===== src/rtl/spi_port_pkg.sv =====
package spi_port_pkg;

    localparam logic [1:0] ADR_CTRL = 2'd0;
    localparam logic [1:0] ADR_STAT = 2'd1;
    localparam logic [1:0] ADR_DATA = 2'd2;

    typedef struct packed {
        logic       ie;
        logic       en;
        logic       master;
        logic       cpol;
        logic       cpha;
        logic [1:0] rate;
    } ctrl_t;

    function automatic ctrl_t ctrl_unpack(input logic [7:0] b);
        ctrl_t c;
        c.ie     = b[7];
        c.en     = b[6];
        c.master = b[4];
        c.cpol   = b[3];
        c.cpha   = b[2];
        c.rate   = b[1:0];
        return c;
    endfunction

    function automatic logic [7:0] ctrl_pack(input ctrl_t c);
        return {c.ie, c.en, 1'b0, c.master, c.cpol, c.cpha, c.rate};
    endfunction

endpackage


===== src/rtl/spi_sync.sv =====
module spi_sync #(
    parameter int              W       = 3,
    parameter int              STAGES  = 2,
    parameter logic [W-1:0]    RST_VAL = '0
) (
    input  logic         clk,
    input  logic         rst_n,
    input  logic [W-1:0] din,
    output logic [W-1:0] dout
);
    logic [W-1:0] st_q [STAGES];
    logic [W-1:0] st_d [STAGES];

    always_comb begin
        st_d[0] = din;
        for (int i = 1; i < STAGES; i++) st_d[i] = st_q[i-1];
    end

    always_ff @(posedge clk) begin
        for (int i = 0; i < STAGES; i++) begin
            if (!rst_n) st_q[i] <= RST_VAL;
            else        st_q[i] <= st_d[i];
        end
    end

    assign dout = st_q[STAGES-1];
endmodule


===== src/rtl/spi_rate_gen.sv =====
module spi_rate_gen #(
    parameter int BASE_DIV = 8
) (
    input  logic       clk,
    input  logic       rst_n,
    input  logic       run,
    input  logic [1:0] sel,
    output logic       tick
);
    localparam int HALF0 = BASE_DIV / 2;
    localparam int HALF1 = HALF0 * 2;
    localparam int HALF2 = HALF0 * 8;
    localparam int HALF3 = HALF0 * 16;
    localparam int CNT_W = $clog2(HALF3);

    logic [CNT_W-1:0] cnt_d, cnt_q, lim;

    always_comb begin
        case (sel)
            2'd0:    lim = CNT_W'(HALF0 - 1);
            2'd1:    lim = CNT_W'(HALF1 - 1);
            2'd2:    lim = CNT_W'(HALF2 - 1);
            default: lim = CNT_W'(HALF3 - 1);
        endcase
        tick  = run && (cnt_q == lim);
        cnt_d = cnt_q + 1'b1;
        if (!run || tick) cnt_d = '0;
    end

    always_ff @(posedge clk) begin
        if (!rst_n) cnt_q <= '0;
        else        cnt_q <= cnt_d;
    end
endmodule


===== src/rtl/spi_shift_core.sv =====
module spi_shift_core (
    input  logic       clk,
    input  logic       rst_n,
    input  logic       en,
    input  logic       master,
    input  logic       cpol,
    input  logic       cpha,
    input  logic       start,
    input  logic [7:0] tx_data,
    input  logic       tick,
    input  logic       mi,
    input  logic       sck_s,
    input  logic       si_s,
    input  logic       ss_s,
    output logic       busy,
    output logic       mrun,
    output logic       done,
    output logic [7:0] byte_out,
    output logic       sck_o,
    output logic       tx_bit
);
    typedef struct packed {
        logic [7:0] tx;
        logic [7:0] rx;
        logic [3:0] cnt;
        logic       mrun;
        logic       sck;
        logic       sck_prev;
    } core_t;

    core_t q, d;
    logic  master_mode, ev, bit_in;

    assign master_mode = en && master;

    always_comb begin
        d      = q;
        done   = 1'b0;
        ev     = 1'b0;
        bit_in = 1'b0;
        if (master_mode) begin
            bit_in = mi;
            ev     = q.mrun && tick;
            if (!q.mrun) d.sck = cpol;
            else if (ev) d.sck = ~q.sck;
        end else begin
            bit_in = si_s;
            ev     = en && !ss_s && (sck_s != q.sck_prev);
            d.mrun = 1'b0;
            d.sck  = cpol;
            if (ss_s || !en || q.mrun) begin
                d.cnt = '0;
                ev    = 1'b0;
            end
        end
        d.sck_prev = sck_s;
        if (ev) begin
            if (q.cnt[0] == cpha)
                d.rx = {q.rx[6:0], bit_in};
            else if (!(cpha && q.cnt == 4'd0))
                d.tx = {q.tx[6:0], 1'b0};
            d.cnt = q.cnt + 4'd1;
            if (q.cnt == 4'hF) begin
                done   = 1'b1;
                d.mrun = 1'b0;
                if (master_mode) d.sck = cpol;
            end
        end
        if (start) begin
            d.tx   = tx_data;
            d.cnt  = '0;
            d.mrun = master_mode;
            d.sck  = cpol;
        end
        byte_out = d.rx;
    end

    always_ff @(posedge clk) begin
        if (!rst_n) q <= '0;
        else        q <= d;
    end

    assign busy   = q.mrun || (!master_mode && q.cnt != 4'd0);
    assign mrun   = q.mrun;
    assign sck_o  = q.sck;
    assign tx_bit = q.tx[7];

    p_sck_idle_r3: assert property (@(posedge clk) disable iff (!rst_n)
        (master_mode && !q.mrun && !start) |=> (sck_o == $past(cpol)));

    p_done_wrap_r2: assert property (@(posedge clk) disable iff (!rst_n)
        done |=> (q.cnt == 4'd0 && !q.mrun));
endmodule


===== src/rtl/spi_port.sv =====
module spi_port #(
    parameter int BASE_DIV    = 8,
    parameter int SYNC_STAGES = 2
) (
    input  logic       clk,
    input  logic       rst_n,
    input  logic       bus_wr,
    input  logic       bus_rd,
    input  logic [1:0] bus_addr,
    input  logic [7:0] bus_wdata,
    output logic [7:0] bus_rdata,
    output logic       irq,
    input  logic       m_in,
    output logic       m_out,
    input  logic       s_in,
    output logic       s_out,
    output logic       s_out_oe,
    input  logic       sck_in,
    output logic       sck_out,
    output logic       sck_oe,
    input  logic       ss_n
);
    import spi_port_pkg::*;

    typedef struct packed {
        ctrl_t      ctrl;
        logic       done;
        logic       wcol;
        logic       modf;
        logic [7:0] rxbuf;
        logic       dat_arm;
        logic       modf_arm;
    } regs_t;

    regs_t q, d;

    logic       sck_s, si_s, ss_s;
    logic       tick, busy, mrun, done_p, tx_bit, core_sck;
    logic [7:0] rx_byte;
    logic       data_wr, data_acc, start;

    spi_sync #(.W(3), .STAGES(SYNC_STAGES), .RST_VAL(3'b001)) u_sync (
        .clk  (clk),
        .rst_n(rst_n),
        .din  ({sck_in, s_in, ss_n}),
        .dout ({sck_s, si_s, ss_s})
    );

    spi_rate_gen #(.BASE_DIV(BASE_DIV)) u_rate (
        .clk  (clk),
        .rst_n(rst_n),
        .run  (mrun),
        .sel  (q.ctrl.rate),
        .tick (tick)
    );

    spi_shift_core u_core (
        .clk     (clk),
        .rst_n   (rst_n),
        .en      (q.ctrl.en),
        .master  (q.ctrl.master),
        .cpol    (q.ctrl.cpol),
        .cpha    (q.ctrl.cpha),
        .start   (start),
        .tx_data (bus_wdata),
        .tick    (tick),
        .mi      (m_in),
        .sck_s   (sck_s),
        .si_s    (si_s),
        .ss_s    (ss_s),
        .busy    (busy),
        .mrun    (mrun),
        .done    (done_p),
        .byte_out(rx_byte),
        .sck_o   (core_sck),
        .tx_bit  (tx_bit)
    );

    always_comb begin
        d        = q;
        data_wr  = bus_wr && (bus_addr == ADR_DATA);
        data_acc = (bus_wr || bus_rd) && (bus_addr == ADR_DATA);
        start    = data_wr && q.ctrl.en && !busy;

        if (bus_rd && bus_addr == ADR_STAT) begin
            d.dat_arm  = q.done || q.wcol;
            d.modf_arm = q.modf;
        end
        if (data_acc && q.dat_arm) begin
            d.done    = 1'b0;
            d.wcol    = 1'b0;
            d.dat_arm = 1'b0;
        end
        if (bus_wr && bus_addr == ADR_CTRL) begin
            d.ctrl = ctrl_unpack(bus_wdata);
            if (q.modf_arm) begin
                d.modf     = 1'b0;
                d.modf_arm = 1'b0;
            end
        end
        if (done_p) begin
            d.done  = 1'b1;
            d.rxbuf = rx_byte;
        end
        if (data_wr && q.ctrl.en && busy) d.wcol = 1'b1;
        if (q.ctrl.en && q.ctrl.master && !ss_s) begin
            d.ctrl.master = 1'b0;
            d.modf        = 1'b1;
        end
    end

    always_ff @(posedge clk) begin
        if (!rst_n) q <= '0;
        else        q <= d;
    end

    always_comb begin
        case (bus_addr)
            ADR_CTRL: bus_rdata = ctrl_pack(q.ctrl);
            ADR_STAT: bus_rdata = {q.done, q.wcol, 1'b0, q.modf, 4'b0000};
            ADR_DATA: bus_rdata = q.rxbuf;
            default:  bus_rdata = 8'h00;
        endcase
    end

    assign irq      = q.ctrl.ie && (q.done || q.modf);
    assign sck_out  = core_sck;
    assign sck_oe   = q.ctrl.en && q.ctrl.master;
    assign m_out    = tx_bit;
    assign s_out    = tx_bit;
    assign s_out_oe = q.ctrl.en && !q.ctrl.master && !ss_s;

    p_drv_excl_r9: assert property (@(posedge clk) disable iff (!rst_n)
        !(sck_oe && s_out_oe));

    p_fault_drop_r7: assert property (@(posedge clk) disable iff (!rst_n)
        (q.ctrl.en && q.ctrl.master && !ss_s) |=> (!sck_oe && q.modf));

    p_wcol_set_r5: assert property (@(posedge clk) disable iff (!rst_n)
        (data_wr && q.ctrl.en && busy) |=> q.wcol);

    p_irq_gate_r6: assert property (@(posedge clk) disable iff (!rst_n)
        irq |-> q.ctrl.ie);
endmodule


===== config.mk =====
export PLATFORM = sky130hd
export DESIGN_NAME = spi_port
export DESIGN_NICKNAME = d
export VERILOG_FILES = /design/src/rtl/spi_port_pkg.sv /design/src/rtl/spi_sync.sv /design/src/rtl/spi_rate_gen.sv /design/src/rtl/spi_shift_core.sv /design/src/rtl/spi_port.sv
export SDC_FILE = /design/constraint.sdc
export NUM_CORES = 1
export LEC_CHECK = 0
export BUFFER_PORTS_ARGS = -buffer_cell sky130_fd_sc_hd__buf_2
export CAP_MARGIN = 20
export CELL_PAD_IN_SITES_DETAIL_PLACEMENT = 1
export CELL_PAD_IN_SITES_GLOBAL_PLACEMENT = 2
export CORE_ASPECT_RATIO = 0.9
export CORE_MARGIN = 10
export CORE_UTILIZATION = 36
export DETAILED_ROUTE_END_ITERATION = 8
export PLACE_DENSITY = 0.77
export SLEW_MARGIN = 0
export SYNTH_ARGS = -nofsm -noshare
export SYNTH_HDL_FRONTEND = slang
export SYNTH_SLANG_ARGS = --single-unit

===== constraint.sdc =====
create_clock -name clk -period 2.6 [get_ports clk]
set_clock_uncertainty 0.15 [all_clocks]
set_input_delay 0 -clock clk [delete_from_list [all_inputs] [get_ports clk]]
set_output_delay 0 -clock clk [all_outputs]
set_load 0.005 [all_outputs]

== Word-level counts from Yosys, hierarchy flattened ==
Memories as Yosys holds them, arrays and structs flattened.
Cells that the tools add are included.

* Bits in registers: 49
* Memory bits (writable): 6
* Input port bits: 18
* Output and inout bits: 14
* Logic and storage cells: 119
* Memories kept: 1

* Add/sub/neg operators: 2
* Eq/ne operators: 11
* Muxes and demuxes: 33
* Bitwise logic cells: 4
* Reductions and logical operators: 49

{| class="wikitable"
|+ Memory list
! memory !! depth !! bits a word !! read ports !! clocked after memory_dff !! wr ports !! RTL line !! RTL
|-
| u_sync.st_q || 2 || 3 || 2 || 0 || 2 || spi_sync.sv:11 || <nowiki>logic [W-1:0] st_q [STAGES];</nowiki>
|}

{| class="wikitable"
|+ Operator list
! operator !! count
|-
| $mux 8 || 4
|-
| $pmux 8 s3 || 1
|-
| $mux 22 || 1
|-
| $logic_and 1x1->1 || 19
|-
| $mux 1 || 19
|-
| $pmux 6 s3 || 1
|-
| $reduce_bool 2->1 || 6
|-
| $reduce_or 2->1 || 4
|-
| $logic_or 1x1->1 || 7
|-
| $add 6x1->6 const B || 1
|-
| $eq 6x6->1 || 1
|-
| $logic_not 1->1 || 6
|-
| $mux 2 || 3
|-
| $mux 3 || 2
|-
| $ne 2x2->1 const B || 3
|-
| $mux 5 || 1
|-
| $add 4x1->4 const B || 1
|-
| $eq 2x1->1 const B || 2
|-
| $eq 2x2->1 const B || 2
|-
| $eq 4x4->1 const B || 1
|-
| $logic_not 2->1 || 2
|-
| $logic_not 4->1 || 1
|-
| $mux 4 || 1
|-
| $reduce_and 2->1 || 2
|-
| other kinds (6) || 8
|}

== Longest topological paths before layout ==
Gate-level depths: netlist of run 1.

* Depth in word-level cells: 12
* Mapped depth: 10
* Depth with buffers taken out: 8

== Hierarchy ==
A second synthesis of run 1 with hierarchy kept.

* Cells, all modules: 292
* Area total of the unflattened synthesis: 2652.5 sq um

{| class="wikitable"
|+ By module, submodules not included
! module !! times used !! cells each !! area an instance (sq um) !! sequential area each (sq um)
|-
| spi_shift_core || 1 || 150 || 1253.7 || 460.4
|-
| spi_port || 1 || 100 || 958.4 || 400.4
|-
| spi_rate_gen || 1 || 30 || 282.8 || 120.1
|-
| spi_sync || 1 || 12 || 157.7 || 120.1
|}

== Worst setup path after synthesis of run 1 ==
Ideal clock, no wire load.

* Kind: flip-flop to flip-flop
* From: register q[18] in the netlist's numbering
* To: register u_core.q[11] in the netlist's numbering
* Library setup time: 0.117 ns
* Data arrival time: 1.663 ns
* Required time: 2.333 ns
* Path slack: 0.670 ns
* Cell stages (with the launch flop): 11
* Path buffers: 4
* Clock period less this slack: 1.930 ns
* Path through: dfxtp_1 -> buf_4 -> and2_1 -> buf_4 -> a31o_2 -> and3_1 -> buf_6 -> a21boi_4 -> buf_6 -> nand3_1 -> o21ai_1

* Word-level cells in the longest chain between the ends: 6
* Elaborated cells on any way between the ends: 9
* Classes of those cells: mux (3); reduce/logical (6)

{| class="wikitable"
|+ Ends and longest elaborated chain
! what !! RTL line !! RTL
|-
| start, declared || spi_port.sv:35 || <nowiki>regs_t q, d;</nowiki>
|-
| start signal, assigned || spi_port.sv:113 || <nowiki>if (!rst_n) q <= '0;</nowiki>
|-
| start signal, assigned || spi_port.sv:114 || <nowiki>else q <= d;</nowiki>
|-
| $logic_not 1->1 || spi_shift_core.sv:51 || <nowiki>if (ss_s || !en || q.mrun) begin</nowiki>
|-
| $logic_or 1x1->1 (2 in a row) || spi_shift_core.sv:51 ||
|-
| $mux 1 || spi_shift_core.sv:51 ||
|-
| $mux 1 (*) || spi_shift_core.sv:41 || <nowiki>if (master_mode) begin</nowiki>
|-
| $mux 22 (*) || spi_shift_core.sv:57 || <nowiki>if (ev) begin</nowiki>
|-
| end signal, assigned || spi_shift_core.sv:79 || <nowiki>if (!rst_n) q <= '0;</nowiki>
|-
| end signal, assigned || spi_shift_core.sv:80 || <nowiki>else q <= d;</nowiki>
|-
| end, declared || spi_shift_core.sv:31 || <nowiki>core_t q, d;</nowiki>
|}

Mark *: on every way between the ends. The rest lies on a longest branch, timed or not. The select of a mux whose other input is x is not followed.
A chain may end at the register's enable or synchronous reset.

== Worst setup path after layout of run 1 ==
* From: register u_rate.cnt_q[2]
* To: register q[2] in the netlist's numbering

* Word-level cells in the longest chain between the ends: 5
* Elaborated cells on any way between the ends: 6
* Classes of those cells: eq/ne (1); mux (3); reduce/logical (2)

{| class="wikitable"
|+ Ends and longest elaborated chain
! what !! RTL line !! RTL
|-
| start, declared || spi_rate_gen.sv:16 || <nowiki>logic [CNT_W-1:0] cnt_d, cnt_q, lim;</nowiki>
|-
| start signal, assigned || spi_rate_gen.sv:32 || <nowiki>else cnt_q <= cnt_d;</nowiki>
|-
| $eq 6x6->1 (*) || spi_rate_gen.sv:25 || <nowiki>tick = run && (cnt_q == lim);</nowiki>
|-
| $logic_and 1x1->1 (*) || spi_rate_gen.sv:25 ||
|-
| $logic_and 1x1->1 (*) || spi_shift_core.sv:43 || <nowiki>ev = q.mrun && tick;</nowiki>
|-
| $mux 1 (*) || spi_shift_core.sv:41 ||
|-
| $mux 22 / $mux 1 (equally long branches) || spi_shift_core.sv:57 ||
|}

Marks and branches as above.

==> results of run 1 <==
layout make-up:
type / instances / area, sq um
inverter: 5 / 18.8
sequential: 55 / 1100
timing repair buffer: 55 / 375
tap: 93 / 116
multi-input combinational: 208 / 1410
clock buffer: 7 / 96.3
fill: 854 / 3950
clock inverter: 1 / 7.51
repair_timing:
action                                  CTS  global route
buffers inserted                          0             0
endpoints found under the setup margin    0             0
hold buffers                             16             0
hold endpoints to repair                 24             0
critical path: cells and delay by family (launching register included):
| kind | cells | cell delay [ns] |
|---|---|---|
| DFF | 1 | 0.48 |
| and+or+nand+nor | 1 | 0.10 |
| AOI/OAI and AO/OA | 5 | 1.35 |
cell families after synthesis:
family | count (synthesis) | synth area share, %
buffers and inverters | 23 | 4.47
AO/OA/AOI/OAI | 64 | 18.4
adder cells (fa/ha/maj) | 3 | 1.43
flip-flops | 55 | 41.9
multiplexers | 30 | 11.4
XOR/XNOR | 7 | 2.33
AND/OR/NAND/NOR | 104 | 20.1
cells in the mapped netlist (5+ instances only):
| master | instances | area share [%] |
|---|---|---|
| mux2i_1 | 30 | 11 |
| o21ai_0 | 15 | 2.9 |
| nand2b_1 | 7 | 1.7 |
| o211ai_1 | 5 | 1.4 |
| dfxtp_1 | 55 | 42 |
| inv_1 | 5 | 0.71 |
| nand3_1 | 13 | 2.5 |
| nor2_1 | 15 | 2.1 |
| o211a_1 | 9 | 3.4 |
| nand2_1 | 34 | 4.9 |
| and2_1 | 9 | 2.1 |
| nor2b_1 | 10 | 2.4 |
| a21oi_1 | 15 | 2.9 |
| o21ai_1 | 7 | 1.3 |
| clkbuf_1 | 10 | 1.4 |
worst paths after layout:
check,endpoint,slack (ns)
hold reg to reg,u_sync.st_q[1][0]$_SDFF_PN1_,0.27
setup / recovery,q[2]$_SDFFE_PN0P_,0.44
setup reg to reg,q[2]$_SDFFE_PN0P_,0.44
hold / removal,q[0]$_SDFF_PN0_,0.12
per-stage QoR:
step | std cells | instance area (sq um) | util [%] | hold WS (ns)
finish | 424 | 3130 | 44.2 | 0.119
global route | 424 | 3130 | 44.2 | 0.144
CTS | 424 | 3130 | 44.2 | 0.0974
detailed placement | 400 | 2860 | 40.5 | 0.0461
global placement | 400 | 2860 | 40.5 | 0.0382
floorplan | 286 | 2630 | - | -0.0485
registers in the layout, indices dropped and copies added, names as in the netlist:
register and flops:
u_core.q 20, u_core.mrun 1, u_sync.st_q 6, u_rate.cnt_q 6, u_core.tx_bit 1, q 20
u_core.sck_o 1
power by group:
part / leakage (nW) / total (mW) / switching, mW / internal (mW)
Clock: 0.0505 / 0.525 / 0.282 / 0.243
Sequential: 0.445 / 0.860 / 0.00774 / 0.852
Combinational: 0.736 / 0.103 / 0.0515 / 0.0519
Total: 1.23 / 1.49 / 0.342 / 1.15
metal layers:
metal  global-route usage [%]  routed length, um  share of wire, %
met1                     15.9               3210                49
met2                     19.4               3060                47
met3                     3.45                262               4.0
met4                     2.96                 38              0.58
met5                        0                  0                 0
==> results.tsv, run 1 <==
metric	value	unit
status	finished clean	
fin_tns_setup	0	ns
synthArstFlopShare	0	%
synth.avg_cell_area	9.20	sq um
maxCapViolCount	0	
area_growth	18.9	%
cts_resized	0	
slew_viol_final	0	
syn_nets	307	
cp_max_fo	18	
ir_worst_vdd	0.274	mV
grt_util_all_layers	12.2	%
rows	29	
p_per_area	476	mW/mm^2
ys_seq_area_share	41.9	%
grt_pass1_wl	10900	um
clk_path_buf_depth	2	
totalWireLength	6570	um
endpoint_kind	flop	
startpoint	u_rate.cnt_q[2]$_SDFF_PP0_	
drtIter0Drc	59	
worst_pin_slew	0.606	ns
relSlewSlack	59.4	%
vias	2129	
final_common_cell	dfxtp_1	
crit_chain	nand2b_1 > a21oi_1 > o2111ai_4 > a21oi_4 > o211ai_1 > a21boi_0	
final_nets	351	
cts_tree	built	
setup_viol	0	
r2r-start	u_rate.cnt_q[2]$_SDFF_PP0_	
clk_pin_slew_worst_paths	0.10	ns
crit_required	2.68	ns
cts_max_level	2	
gp_congestion	0.755	
firstDrtPassIters	4	
grt_setup_unrepaired	false	
power	1.49	mW
overflow	0	
slowest_stage	dfxtp_1	
root_buffer	clkbuf_8	
place_ws	0.465	ns
synth_cell_types	40	
first_global_vias	2149	
n_antenna_cell	0	
drive_gt1_share	16.9	%
fin_crit	2.16	ns
most-common-layout-cells	55 x dfxtp_1, 34 x nand2_1, 31 x buf_2	
antenna_found_initial	0	
die_w	110	um
dp_hpwl	4760	um
worstPathArrival	2.25	ns
die_h	101	um
crit_type	flop to flop	
synth-seq-cells	55	
vias_per_cell	5.02	
period_share	83.2	%
clock_latency	0.31	ns
clock-sinks	55	
hold_viol	0	
ioPinCount	32	
hold_start	bus_addr[0]	
worst_slack	0.436	ns
cts_buffers	5	
grt_start_max_net_pins	32	
netlist_instances	286	
synthFlopType	dfxtp_1	
clock.fmax	462	MHz
hold_path_class	input pin to flop	
drc	0	
reg2reg_depth	6	
die_area	0.0111	sq mm
core	0.00708	sq mm
wl_per_cell	15.5	um
critPathLaunchType	flop	
ys_warn_count	0	
cpPeakStageDelay	0.48	ns
portBuffers	31	
synth_area	0.00263	sq mm
final_antenna_net_count	0	
synth-edff-count	0	
p_leak	1.23	nW
initial_core_util	37.2	%
holdPathStages	4	
Note: power is estimated with default switching activity, not from simulation.
==> inputs of run 2 (changes only) <==
--- a/config.mk
+++ b/config.mk
@@ -5,15 +5,16 @@
 export SDC_FILE = /design/constraint.sdc
 export NUM_CORES = 1
 export LEC_CHECK = 0
+export ABC_AREA = 1
 export BUFFER_PORTS_ARGS = -buffer_cell sky130_fd_sc_hd__buf_2
 export CAP_MARGIN = 20
 export CELL_PAD_IN_SITES_DETAIL_PLACEMENT = 1
 export CELL_PAD_IN_SITES_GLOBAL_PLACEMENT = 2
 export CORE_ASPECT_RATIO = 0.9
 export CORE_MARGIN = 10
-export CORE_UTILIZATION = 36
+export CORE_UTILIZATION = 29
 export DETAILED_ROUTE_END_ITERATION = 8
-export PLACE_DENSITY = 0.77
+export PLACE_DENSITY = 0.73
 export SLEW_MARGIN = 0
 export SYNTH_ARGS = -nofsm -noshare
 export SYNTH_HDL_FRONTEND = slang
==> constraint.sdc (replaced) <==
create_clock -name clk -period 1.75 [get_ports clk]
set_clock_uncertainty 0.15 [all_clocks]
set_input_delay 0 -clock clk [delete_from_list [all_inputs] [get_ports clk]]
set_output_delay 0 -clock clk [all_outputs]
set_load 0.005 [all_outputs]
==> run 2 against run 1 <==
Effect of this change: worst setup slack got worse by 0.36 ns; total power increased by 53%; combinational power up 96%; sequential power increased by 49%; die area is 21% higher; clock-buffer cell count rose by 1; core utilization down 3.1 points; maximum frequency rose by 29%; critical path depth up 6; wire length grew 27%; flip-flop and latch count unchanged; via count is 26% higher; critical endpoint is now u_core.q[21]$_SDFFE_PN0P_.
==> results.tsv, run 2 <==
metric	value	unit
dp_hpwl	6350	um
relSlewSlack	68.5	%
root_buffer	clkbuf_8	
grt_setup_unrepaired	true	
die_area	0.0135	sq mm
grt_pass1_wl	14000	um
fillCellCount	1138	
wl_per_cell	14.1	um
initial_core_util	29.5	%
gp_congestion	0.783	
synth.top_cell.area_share	41.2	%
ioPinCount	32	
synthFlopType	dfxtp_1	
synth-seq-cells	55	
reg_top3	q: 20 flops, u_core.q: 20 flops	
hold_path_class	input pin to flop	
ys_warn_count	0	
path_delay_family	simple AND/OR/NAND/NOR gates	
clock-sinks	55	
core	0.00904	sq mm
cts_buffers	5	
grt_start_max_net_pins	16	
clk_pin_slew_worst_paths	0.10	ns
regArea	0.00112	sq mm
clock_latency	0.32	ns
synth-edff-count	0	
p_per_area	613	mW/mm^2
antenna_found_initial	0	
synth_top_cell_by_area	dfxtp_1	
worst_slack	0.0718	ns
r2r-start	q[13]$_SDFFE_PN0P_	
cts_max_level	2	
finalNonFillerCells	591	
critPathLaunchType	flop	
cts_tree	built	
period_share	95.9	%
worstPathArrival	1.76	ns
vias	2676	
synthTopCellsByArea	dfxtp_1 41%, nand2_1 13%, inv_1 8.7%	
totalWireLength	8340	um
cpPeakStageDelay	0.39	ns
cp_max_fo	9	
hold_viol	0	
final_nets	489	
cp_num_cells	12	
fin_crit	1.68	ns
drive_gt1_share	28.6	%
final_util	41.1	%
status	finished clean	
crit_required	1.83	ns
r2r_slack	0.07	ns
final_antenna_net_count	0	
p_leak	1.65	nW
fin_tns_setup	0	ns
reg2reg_depth	12	
rows	33	
placed_cells	557	
vias_per_cell	4.53	
multi_input_area	0.00142	sq mm
synth.avg_cell_area	6.97	sq um
first_global_vias	2861	
final_common_cell	nand2_1	
maxCapViolCount	0	
die_h	111	um
holdPathStages	8	
ys_seq_area_share	41.2	%
overflow	0	
crit_type	flop to flop	
endpoint_kind	flop	
holdPathEnd	u_core.q[7]$_SDFF_PN0_	
cp_common_cell	nand2_1	
place_ws	-0.0565	ns
hold_start	m_in	
most-common-layout-cells	80 x nand2_1, 58 x inv_1, 48 x dfxtp_1	
drtIter0Drc	104	
grt_util_all_layers	12.7	%
clk_path_buf_depth	2	
worst_r2r_endpoint	u_core.q[21]$_SDFFE_PN0P_	
setup_viol	0	
path_buf_inv	3	
synth_area	0.00267	sq mm
portBuffers	31	
n_antenna_cell	0	
syn_nets	404	
slowest_stage	dfxtp_2	
synth_cell_types	31	
firstDrtPassIters	4	
area_growth	39.2	%
yosys-top-cells-count	92 x nand2_1, 62 x inv_1, 55 x dfxtp_1	
worst_pin_slew	0.472	ns
ir_worst_vdd	0.291	mV
netlist_instances	383	
clock.fmax	596	MHz
crit_chain	inv_2 > nand2_1 > nand3b_1 > nand2_2 > nand3_2 > nand2_4 > buf_4 > nand3_4 > nand2_1 > nand3_1 > nand2_1 > inv_1	
synth.most_common_cell	nand2_1	
synthArstFlopShare	0	%
slew_viol_final	0	
die_w	121	um
drc	0	
run 2: worst max path at each step:
stage                                    start                         end  slack [ns]
detailed placement          q[14]$_SDFFE_PN0P_           q[7]$_SDFFE_PN0P_       -0.06
global placement            q[14]$_SDFFE_PN0P_           q[2]$_SDFFE_PN0P_       -0.07
floorplan           u_rate.cnt_q[0]$_SDFF_PP0_     u_core.sck_o$_SDFF_PN0_        0.07
global route        u_rate.cnt_q[0]$_SDFF_PP0_   u_core.q[21]$_SDFFE_PN0P_       -0.05
CTS                 u_rate.cnt_q[1]$_SDFF_PP0_  u_core.tx_bit$_SDFFE_PN0P_      -0.007
finish                      q[13]$_SDFFE_PN0P_   u_core.q[21]$_SDFFE_PN0P_        0.07
run 2: metrics by stage:
step	hold WS, ns	area (sq um)	power (mW)
finish	0.216	3720	2.28
global route	0.243	3720	2.39
CTS	0.220	3590	2.31
detailed placement	0.0380	3160	1.47
global placement	0.0339	3160	1.47
floorplan	-0.0524	2670	1.38
run 2: final cells by class:
cell class,count,share of cell area [%]
Inverter,66,6.84
Clock buffer,8,2.69
Sequential cell,55,30.1
Multi-Input combinational cell,253,38.2
Tap cell,122,4.11
Timing Repair Buffer,87,18.1
run 2: cell families (layout without fill, tap and decap cells):
group	Yosys count	count (layout)	synth area share, %
DFF	55	55	41.2
and+or+nand+nor	183	183	30.0
adders and majority gates	3	3	1.41
AOI/OAI and AO/OA	62	62	14.3
buffers and inverters	75	161	11.4
xor gates and xnor gates	5	5	1.64
run 2: where the power goes:
group | internal [mW] | switching, mW
sequential | 1.27 | 0.0124
clock | 0.363 | 0.435
combinational | 0.0909 | 0.111
run 2: worst reg2reg max path, cell delays in order (launching register included):
cell,delay [ns]
dfxtp_2,0.39
inv_2,0.07
nand2_1,0.05
nand3b_1,0.08
nand2_2,0.10
nand3_2,0.10
nand2_4,0.12
buf_4,0.14
nand3_4,0.11
nand2_1,0.10
nand3_1,0.07
nand2_1,0.07
inv_1,0.04
run 2: per-layer routing:
metal	track usage (%)	up-vias	wire [um]
li1	-	1373	-
met1	16.4	1261	4190
met2	20.7	34	3800
met3	3.00	8	262
met4	3.34	0	87
met5	0	-	0
run 2: repair_timing:
item / 4_1_cts / 5_1_grt
endpoints found under the setup margin: 19 / 31
pin swaps: 5 / 12
endpoints found under the hold margin: 32 / 0
setup buffers: 5 / 3
gates resized for setup: 26 / 30
hold buffers: 17 / 0
gates cloned: 1 / 0
==> inputs of run 3 (changes only) <==
--- a/config.mk
+++ b/config.mk
@@ -15,6 +15,7 @@
 export CORE_UTILIZATION = 29
 export DETAILED_ROUTE_END_ITERATION = 8
 export PLACE_DENSITY = 0.73
+export SETUP_SLACK_MARGIN = 0.1
 export SLEW_MARGIN = 0
 export SYNTH_ARGS = -nofsm -noshare
 export SYNTH_HDL_FRONTEND = slang
==> constraint.sdc (replaced) <==
create_clock -name clk -period 1.75 [get_ports clk]
set_clock_uncertainty 0.15 [all_clocks]
set_input_delay 0 -clock clk [delete_from_list [all_inputs] [get_ports clk]]
set_output_delay 0 -clock clk [all_outputs]
set_load 0.05 [all_outputs]
==> run 3 against run 2 <==
Effect of this change: first-iteration DRC count increased by 9.6%; wire length increased by 9.7%; design area increased by 8.5%; hold slack got worse by 0.016 ns; die area unchanged; clock-buffer cell count decreased by 2; non-clock buffer count increased by 10; worst setup slack got worse by 0.0068 ns; total power increased by 6.1%; via count increased by 5.0%; sequential power about the same; sequential share of layout area decreased by 2.2 points; largest power group unchanged.
==> results.tsv, run 3 (synthesis results as in run 2) <==
metric	value	unit
n_antenna_cell	0	
p_leak	1.79	nW
vias_per_cell	4.65	
drc	0	
multi_input_area	0.00162	sq mm
crit_type	flop to flop	
fin_crit	1.68	ns
cts_max_level	2	
hold_viol	0	
worstPathArrival	1.75	ns
hold_start	m_in	
clock_latency	0.31	ns
ir_worst_vdd	0.344	mV
status	finished clean	
period_share	96.3	%
wl_per_cell	15.2	um
crit_required	1.82	ns
die_area	0.0135	sq mm
design_area	0.00403	sq mm
p_per_area	600	mW/mm^2
clkPwrFrac	37.4	%
core	0.00904	sq mm
fin_tns_setup	0	ns
relSlewSlack	69.9	%
first_global_vias	2860	
grt_start_max_net_pins	17	
cp_max_fo	7	
antenna_found_initial	0	
slew_viol_final	0	
power_frac_comb	9.6	%
rows	33	
die_h	111	um
clock-sinks	55	
vias	2809	
power_frac_seq	53.0	%
firstDrtPassIters	4	
final_nets	502	
grt_util_all_layers	13.1	%
whs	0.201	ns
portBuffers	31	
final_common_cell	nand2_1	
reg_top3	q: 20 flops, u_core.q: 20 flops	
r2r_slack	0.07	ns
reg2reg_depth	10	
gp_congestion	0.780	
ioPinCount	32	
clk_path_buf_depth	2	
root_buffer	clkbuf_8	
place_area	0.00324	sq mm
final_antenna_net_count	0	
area_growth	50.9	%
regArea	0.00112	sq mm
clk_pin_slew_worst_paths	0.10	ns
worst_pin_slew	0.451	ns
power	2.42	mW
grt_setup_unrepaired	true	
p_switching	0.591	mW
dp_hpwl	6280	um
totalWireLength	9150	um
r2r-start	q[14]$_SDFFE_PN0P_	
holdPathStages	8	
holdPathEnd	q[2]$_SDFFE_PN0P_	
hold_path_class	input pin to flop	
grt_pass1_wl	14400	um
switching_share	24.5	%
setup_viol	0	
die_w	121	um
critPathLaunchType	flop	
drive_gt1_share	36.7	%
fillCellCount	1120	
initial_core_util	29.5	%
cts_tree	built	
overflow	0	
clock.fmax	593	MHz
endpoint_kind	flop	
worst_r2r_endpoint	u_core.sck_o$_SDFF_PN0_	
p_int	1.83	mW
cts_buffers	5	
drtIter0Drc	114	
most-common-layout-cells	73 x nand2_1, 55 x inv_1, 45 x dfxtp_1	
maxCapViolCount	0	
run 3: critical path, stage by stage, from the launching register on:
cell and delay, ns:
dfxtp_4 0.38, nand2_2 0.06, nand2_2 0.08, nand3_4 0.07
nor2_4 0.11, nand3_4 0.11, nand2_8 0.14, nand3b_1 0.15
buf_6 0.16, a21oi_1 0.12, nor2_1 0.05
run 3: worst max-delay path by stage:
stage | start | endpoint | slack, ns | depth (start not counted)
CTS | q[14]$_SDFFE_PN0P_ | u_core.mrun$_SDFF_PN0_ | 0.07 | 12
finish | q[14]$_SDFFE_PN0P_ | u_core.sck_o$_SDFF_PN0_ | 0.07 | 10
detailed placement | q[14]$_SDFFE_PN0P_ | q[9]$_SDFFE_PN0P_ | -0.16 | 10
floorplan | q[18]$_SDFFE_PN0P_ | q[8]$_SDFFE_PN0P_ | 0.08 | 9
global placement | q[14]$_SDFFE_PN0P_ | q[4]$_SDFFE_PN0P_ | -0.10 | 10
global route | q[14]$_SDFFE_PN0P_ | q[5]$_SDFFE_PN0P_ | -0.05 | 11
run 3: repair_timing:
item	CTS	global route
pin swaps	11	15
hold endpoints to repair	32	0
endpoints found under the setup margin	31	32
resized for setup	33	66
gates cloned	2	1
hold buffers	17	0
buffers inserted	10	4
run 3: routing by layer:
metal	GRT usage [%]	part of all wire [%]	vias to the layer above
met5	0	0	-
met4	2.86	0.87	0
met3	3.36	3.8	7
met2	21.0	48	42
met1	17.1	47	1360
li1	-	-	1400
run 3: final cells by class:
cell class,count,share of cell area (%)
Clock buffer,6,2.05
Clock inverter,2,0.869
Inverter,66,6.52
Multi-Input combinational cell,256,40.2
Sequential cell,55,27.9
Tap cell,122,3.79
Timing Repair Buffer,97,18.7
run 3: power groups by stage:
stage | Clock (mW) | Combinational (mW) | Sequential (mW)
after floorplan | 0 | 0.0896 | 1.31
after global placement | 0 | 0.177 | 1.31
after detailed placement | 0 | 0.179 | 1.31
after CTS | 0.933 | 0.217 | 1.28
after global routing | 0.999 | 0.255 | 1.28
final | 0.905 | 0.233 | 1.28
run 3: stage by stage:
step / worst slack, ns / utilization (%) / instances
after floorplan: 0.0786 / - / 383
after global placement: -0.103 / 35.8 / 562
after detailed placement: -0.158 / 35.8 / 562
after CTS: 0.0653 / 41.4 / 599
after global routing: -0.0549 / 44.6 / 604
final: 0.0650 / 44.6 / 604
